<file path="src/rtl/swb_pkg.sv">
package swb_pkg;

    localparam int SWB_ADDR_W = 32;
    localparam int SWB_DATA_W = 64;
    localparam int SWB_BEATS  = 4;

    typedef enum logic [1:0] {
        SWB_IDLE   = 2'd0,
        SWB_ACTIVE = 2'd1,
        SWB_DONE   = 2'd2
    } swb_state_e;

    // Events seen by the sequencer in one cycle
    typedef struct packed {
        logic wb_req;
        logic beat_ack;
        logic last_beat;
    } swb_evt_t;

    // Controls produced by the sequencer
    typedef struct packed {
        logic load;
        logic active;
        logic closing;
        logic busy;
    } swb_ctl_t;

    function automatic int swb_log2(input int value);
        int r;
        r = 0;
        while ((1 << r) < value) r = r + 1;
        return r;
    endfunction

endpackage

</file>
<file path="src/rtl/swb_fsm.sv">
module swb_fsm
    import swb_pkg::*;
(
    input  logic       clk,
    input  logic       rst,
    input  swb_evt_t   evt,
    output swb_state_e state,
    output swb_ctl_t   ctl
);

    swb_state_e state_q;
    swb_state_e state_d;

    always_ff @(posedge clk) begin
        if (rst) state_q <= SWB_IDLE;
        else     state_q <= state_d;
    end

    always_comb begin
        state_d = state_q;
        unique case (state_q)
            SWB_IDLE:   if (evt.wb_req) state_d = SWB_ACTIVE;
            SWB_ACTIVE: if (evt.beat_ack && evt.last_beat) state_d = SWB_DONE;
            SWB_DONE:   state_d = SWB_IDLE;
            default:    state_d = SWB_IDLE;
        endcase
    end

    always_comb begin
        ctl.load    = (state_q == SWB_IDLE) && evt.wb_req;
        ctl.active  = (state_q == SWB_ACTIVE);
        ctl.closing = (state_q == SWB_DONE);
        ctl.busy    = (state_q != SWB_IDLE);
    end

    assign state = state_q;

    // the closing state is reached only from an acknowledged last beat
    a_r4_done_from_last: assert property (@(posedge clk) disable iff (rst)
        (state_q == SWB_DONE) |-> ($past(state_q) == SWB_ACTIVE && $past(evt.beat_ack) && $past(evt.last_beat)));

    // the closing state lasts exactly one cycle
    a_r4_done_one_cycle: assert property (@(posedge clk) disable iff (rst)
        (state_q == SWB_DONE) |=> (state_q == SWB_IDLE));

    // a snoop strobe while active never restarts the sequence
    a_r9_no_restart: assert property (@(posedge clk) disable iff (rst)
        (state_q == SWB_ACTIVE && !evt.beat_ack) |=> (state_q == SWB_ACTIVE));

endmodule

</file>
<file path="src/rtl/swb_beat_ctr.sv">
module swb_beat_ctr #(
    parameter int BEATS = swb_pkg::SWB_BEATS,
    localparam int CW   = (BEATS > 1) ? swb_pkg::swb_log2(BEATS) : 1
) (
    input  logic          clk,
    input  logic          rst,
    input  logic          load,
    input  logic          adv,
    output logic [CW-1:0] beat,
    output logic          last
);

    logic [CW-1:0] beat_q;

    always_ff @(posedge clk) begin
        if (rst || load)  beat_q <= '0;
        else if (adv)     beat_q <= beat_q + CW'(1);
    end

    assign beat = beat_q;
    assign last = (beat_q == CW'(BEATS - 1));

    // the counter never passes the last beat of a line
    a_r4_beat_bound: assert property (@(posedge clk) disable iff (rst)
        (32'(beat_q) < BEATS));

    // a wait cycle leaves the beat index unchanged
    a_r4_hold_on_wait: assert property (@(posedge clk) disable iff (rst)
        (!adv && !load) |=> $stable(beat_q));

endmodule

</file>
<file path="src/rtl/swb_addr_gen.sv">
module swb_addr_gen #(
    parameter int ADDR_W = swb_pkg::SWB_ADDR_W,
    parameter int DATA_W = swb_pkg::SWB_DATA_W,
    parameter int BEATS  = swb_pkg::SWB_BEATS,
    localparam int CW    = (BEATS > 1) ? swb_pkg::swb_log2(BEATS) : 1,
    localparam int BYTE_SH = swb_pkg::swb_log2(DATA_W / 8),
    localparam int OFS_W   = swb_pkg::swb_log2(BEATS * (DATA_W / 8))
) (
    input  logic              clk,
    input  logic              rst,
    input  logic              load,
    input  logic [ADDR_W-1:0] line_addr,
    input  logic [CW-1:0]     beat,
    output logic [ADDR_W-1:0] beat_addr
);

    logic [ADDR_W-1:0] base_q;
    logic [ADDR_W-1:0] aligned;

    generate
        if (OFS_W > 0) begin : g_align
            assign aligned = {line_addr[ADDR_W-1:OFS_W], {OFS_W{1'b0}}};
        end else begin : g_noalign
            assign aligned = line_addr;
        end
    endgenerate

    always_ff @(posedge clk) begin
        if (rst)       base_q <= '0;
        else if (load) base_q <= aligned;
    end

    assign beat_addr = base_q | (ADDR_W'(beat) << BYTE_SH);

    // the line base only changes on a load
    a_r9_base_stable: assert property (@(posedge clk) disable iff (rst)
        !load |=> $stable(base_q));

endmodule

</file>
<file path="src/rtl/swb_side_gate.sv">
module swb_side_gate
    import swb_pkg::*;
(
    input  logic       clk,
    input  logic       rst,
    input  swb_state_e state,
    input  logic       wb_strobe,
    input  logic       cyc_start,
    input  logic       abort_req,
    input  logic       nxt_req,
    output logic       cyc_go,
    output logic       nxt_grant,
    output logic       backoff
);

    logic held_q;
    logic held_d;

    always_comb begin
        held_d    = held_q;
        cyc_go    = 1'b0;
        nxt_grant = 1'b0;
        backoff   = 1'b0;
        unique case (state)
            SWB_IDLE: begin
                nxt_grant = nxt_req;
                backoff   = abort_req;
                if (wb_strobe) held_d = held_q | cyc_start;
                else           cyc_go = cyc_start;
            end
            SWB_ACTIVE: held_d = held_q | cyc_start;
            SWB_DONE: begin
                cyc_go = held_q | cyc_start;
                held_d = 1'b0;
            end
            default: held_d = 1'b0;
        endcase
    end

    always_ff @(posedge clk) begin
        if (rst) held_q <= 1'b0;
        else     held_q <= held_d;
    end

    // no ordinary cycle starts during active beats
    a_r7_quiet_active: assert property (@(posedge clk) disable iff (rst)
        (state == SWB_ACTIVE) |-> !cyc_go);

    // a start that coincides with a snoop strobe is held for later
    a_r8_held_on_tie: assert property (@(posedge clk) disable iff (rst)
        (state == SWB_IDLE && wb_strobe && cyc_start) |=> held_q);

    // the restricted protocol blocks abort and pipelining
    a_r5_no_backoff_busy: assert property (@(posedge clk) disable iff (rst)
        (state != SWB_IDLE) |-> !backoff);
    a_r6_no_grant_busy: assert property (@(posedge clk) disable iff (rst)
        (state != SWB_IDLE) |-> !nxt_grant);

endmodule

</file>
<file path="src/rtl/snoop_wb_handler.sv">
module snoop_wb_handler
    import swb_pkg::*;
#(
    parameter int ADDR_W = SWB_ADDR_W,
    parameter int DATA_W = SWB_DATA_W,
    parameter int BEATS  = SWB_BEATS,
    localparam int CW    = (BEATS > 1) ? swb_log2(BEATS) : 1,
    localparam int OFS_W = swb_log2(BEATS * (DATA_W / 8))
) (
    input  logic              clk,
    input  logic              rst,
    input  logic              wb_strobe,
    input  logic [ADDR_W-1:0] wb_addr,
    input  logic [DATA_W-1:0] wb_wdata,
    input  logic              cyc_start,
    input  logic              abort_req,
    input  logic              nxt_req,
    output logic              cache_rdy,
    output logic              nxt_grant,
    output logic              backoff,
    output logic              cyc_go,
    output logic              wb_busy,
    output logic              mem_we,
    output logic [ADDR_W-1:0] mem_addr,
    output logic [DATA_W-1:0] mem_wdata,
    input  logic              mem_ack
);

    swb_evt_t      evt;
    swb_ctl_t      ctl;
    swb_state_e    state;
    logic [CW-1:0] beat;
    logic          last;
    logic          beat_acc;

    assign beat_acc = ctl.active && mem_ack;

    always_comb begin
        evt.wb_req    = wb_strobe;
        evt.beat_ack  = beat_acc;
        evt.last_beat = last;
    end

    swb_fsm u_fsm (
        .clk   (clk),
        .rst   (rst),
        .evt   (evt),
        .state (state),
        .ctl   (ctl)
    );

    swb_beat_ctr #(.BEATS(BEATS)) u_beat (
        .clk  (clk),
        .rst  (rst),
        .load (ctl.load),
        .adv  (beat_acc),
        .beat (beat),
        .last (last)
    );

    swb_addr_gen #(.ADDR_W(ADDR_W), .DATA_W(DATA_W), .BEATS(BEATS)) u_addr (
        .clk       (clk),
        .rst       (rst),
        .load      (ctl.load),
        .line_addr (wb_addr),
        .beat      (beat),
        .beat_addr (mem_addr)
    );

    swb_side_gate u_gate (
        .clk       (clk),
        .rst       (rst),
        .state     (state),
        .wb_strobe (wb_strobe),
        .cyc_start (cyc_start),
        .abort_req (abort_req),
        .nxt_req   (nxt_req),
        .cyc_go    (cyc_go),
        .nxt_grant (nxt_grant),
        .backoff   (backoff)
    );

    assign mem_we    = ctl.active;
    assign mem_wdata = wb_wdata;
    assign cache_rdy = beat_acc;
    assign wb_busy   = ctl.busy;

    // ready toward the cache only for a write that memory accepted
    a_r3_rdy_needs_ack: assert property (@(posedge clk) disable iff (rst)
        cache_rdy |-> (mem_ack && mem_we));

    // the first beat sits on a line boundary
    a_r2_first_aligned: assert property (@(posedge clk) disable iff (rst)
        (mem_we && beat == '0) |-> (mem_addr[OFS_W-1:0] == '0));

    // write requests stop once the closing cycle is reached
    a_r4_no_write_closing: assert property (@(posedge clk) disable iff (rst)
        (wb_busy && !mem_we) |=> !wb_busy);

    // reset leaves the block idle
    a_r1_idle_after_reset: assert property (@(posedge clk)
        $past(rst) |-> (!wb_busy && !mem_we));

endmodule

</file>
<file path="config.mk">
export PLATFORM = sky130hd
export DESIGN_NAME = snoop_wb_handler
export DESIGN_NICKNAME = d
export VERILOG_FILES = /design/src/rtl/swb_pkg.sv /design/src/rtl/swb_fsm.sv /design/src/rtl/swb_beat_ctr.sv /design/src/rtl/swb_addr_gen.sv /design/src/rtl/swb_side_gate.sv /design/src/rtl/snoop_wb_handler.sv
export SDC_FILE = /design/constraint.sdc
export NUM_CORES = 1
export LEC_CHECK = 0
export BUFFER_PORTS_ARGS = -buffer_cell sky130_fd_sc_hd__clkbuf_2
export CORE_AREA = 2 2 80 82
export DETAILED_ROUTE_END_ITERATION = 7
export DIE_AREA = 0 0 82 84
export GPL_TIMING_DRIVEN = 1
export HOLD_SLACK_MARGIN = 0.05
export PLACE_DENSITY = 0.73
export SKIP_CTS_REPAIR_TIMING = 1
export SLEW_MARGIN = 20
export SYNTH_ARGS = -nofsm -noshare
export SYNTH_HDL_FRONTEND = slang
export SYNTH_SLANG_ARGS = --single-unit
</file>
<file path="constraint.sdc">
create_clock -name clk -period 2.2 [get_ports clk]
set_input_delay 0.44 -clock clk [delete_from_list [all_inputs] [get_ports clk]]
set_output_delay 0.44 -clock clk [all_outputs]
set_load 0.01 [all_outputs]
</file>
==> impl_metrics.toml <==
[sta]
fin_crit_sh_pct = 75.51
hold_slack_ns = 0.3883
fin_worst_skew_ns = 0.004819
slew_viol_final = 0
rsz0062_at_grt = "no"
hold_viol = 0
max_freq_mhz = 602.0
setup_tns_ns = 0
tightest_slew_ns = 0.8840
setup_viol = 0
max-slew-margin-rel_pct = 41.07
finalCriticalPeriod_ns = 1.661

[cells_and_area]
drive_gt1_share_pct = 53.18
fin_nets = 323
final_common_cell = "clkbuf_2"
antennaDiodeCount = 0
final_area_um2 = 1817
syn2layout_area_growth_pct = 0.06880
layout_common_cells = "clkbuf_2, nand2_1, dfxtp_1"

[critical_path]
path_class = "register to primary output"
crit_required_ns = 1.76
worstPathArrival_ns = 1.22
endpoint_kind = "primary output"
critPathMaxFanout = 7
cp-start-kind = "register"

[yosys]
postSynthCellCount = 215
yosys_warnings = 0
yosysSeqAreaShare_pct = 35.29
muxShareOfSynthArea_pct = 0.5513
syn-mean-instance-area_um2 = 8.444
synth_area_um2 = 1815
synth_compound_area_share_pct = 12.68
synthXorXnorAreaFrac_pct = 0.4824
yosys.area_share.simple_pct = 18.33
synth_top_family_by_area = "buffers and inverters"
yosysUniqueCellTypes = 26
ys_ff_latch = 32
synthAdderAreaFrac_pct = 0.6892

[run]
cap_violations = 0

[floorplan]
start_util_pct = 29.78
die_area_um2 = 6888
floorplan.rows = 29
core_um2 = 6096
die_h_um = 84
pin_count = 205
dieWidth_um = 82

[clock_tree]
cts.sinks = 32
cts_buffer_depth = 2
htreeDepth = 2
cts_made_buffers = 5
clock_latency_ns = 0.27
cts_tree = "done"
root_buffer = "clkbuf_8"
clk_pin_slew_ns = 0.07

[placement]
dpl_cell_area_um2 = 1727
hpwlAfterDp_um = 2371
gp_congestion = 0.6189
io_buffer_count = 68

[power_and_ir_drop]
power_switching_uw = 338.0
p_leak_nw = 0.8279
switching_share_pct = 26.12
cellPowerDensity_nw_per_um2 = 712.3
combPwrFrac_pct = 15.8
seq_power_share_pct = 49.1
p_clk_share_pct = 35.0
ir_drop_mv = 0.2565
p_int_uw = 956.1

[drt]
drc = 0
ant_nets = 0
via_count = 1246
drt_iter0_drc = 13
routedWlPerCell_um = 11.05
first_pass_iters = 4
via_per_inst = 4.195
wl_um = 3282

[worst_hold_path]
hp-class = "input pin to register"

[global_route]
grt_use_total_pct = 9.722
grt_pass1_vias = 1164
grt_max_degree = 33
gr-total-overflow = 0
antenna_found_initial = 0
grt_pass1_wl_um = 5188

[run_status]
status = "finished, final reports clean"
## final timing paths
kind              cells past startpoint                            from                             end  slack [ns]
setup reg to reg                      4     u_fsm.state[1]$_SDFFE_PP0P_   u_addr.base_q[7]$_SDFFE_PP0P_        0.88
hold reg to reg                       2  u_addr.base_q[12]$_SDFFE_PP0P_  u_addr.base_q[12]$_SDFFE_PP0P_        0.46
setup / recovery                      3     u_fsm.state[1]$_SDFFE_PP0P_                         backoff        0.54
hold / removal                        3                      wb_addr[8]   u_addr.base_q[8]$_SDFFE_PP0P_        0.39
## state kept, by name (all words and copies together) (netlist names)
name	flops
u_addr.base_q	27
u_beat.beat	2
u_fsm.state	2
u_gate.held_q	1
## synthesized netlist by cell type
library cell	instances	area, um^2
a211oi_1	1	7.510
a21oi_1	11	55.05
a21oi_2	18	157.7
buf_1	1	3.750
buf_2	2	10.01
buf_4	67	503.0
buf_6	3	33.78
clkbuf_1	3	11.26
conb_1	1	3.750
dfxtp_1	32	640.6
ha_1	1	12.51
inv_1	4	15.01
mux2i_1	1	10.01
nand2_1	35	131.4
nand2_2	20	125.1
nand2b_1	1	6.260
nand3b_1	1	7.510
nor2_1	3	11.26
nor2b_1	1	6.260
nor3_1	2	10.01
nor3b_1	1	7.510
nor3b_2	1	12.51
o21ai_0	2	10.01
or2_2	1	6.260
or3b_1	1	8.760
xor2_1	1	8.760
## worst max-delay path: stages (launching register included)
cell and delay, ns:
dfxtp_1 0.38, or2_2 0.34, nor2_1 0.09, clkbuf_2 0.13
## cell type report
type,count,area [um^2]
well taps,77,96.34
clock buffers,8,90.09
flip-flops and latches,32,640.6
fillers,675,4279
repair buffers,71,362.8
multi-input cells,105,611.8
inverters,4,15.01
## metrics by stage
step,total power [mW],worst slack (ns),util [%],instances
after floorplan,0.8977,0.8868,-,217
after global placement,0.8524,0.7557,28.33,289
after detailed placement,0.8579,0.7434,28.33,289
after CTS,1.337,0.5127,29.80,297
after global routing,1.392,0.4393,29.80,297
final,1.294,0.5389,29.80,297
## kinds of logic after synthesis
group,count (synthesis)
compound gates,32
xor+xnor,1
fa+ha+maj,1
buf+inv,80
flops,32
mux,1
other cells,1
simple gates,67
## power groups by stage
stage                     sequential (mW)  combinational [mW]  clock (mW)
after detailed placement            0.649               0.209           0
after global routing                0.641               0.230       0.521
after floorplan                     0.662               0.236           0
after global placement              0.648               0.205           0
final                               0.636               0.205       0.454
after CTS                           0.636               0.210       0.491
## per-layer routing
layer	track usage, %	share of wire (%)	vias to the layer above
met1	10.99	42	552
met5	0	0	-
met3	3.896	11	18
met2	14.71	43	67
li1	-	-	609
met4	6.515	4.0	0
No activity file was read; power rests on OpenSTA's default activity.
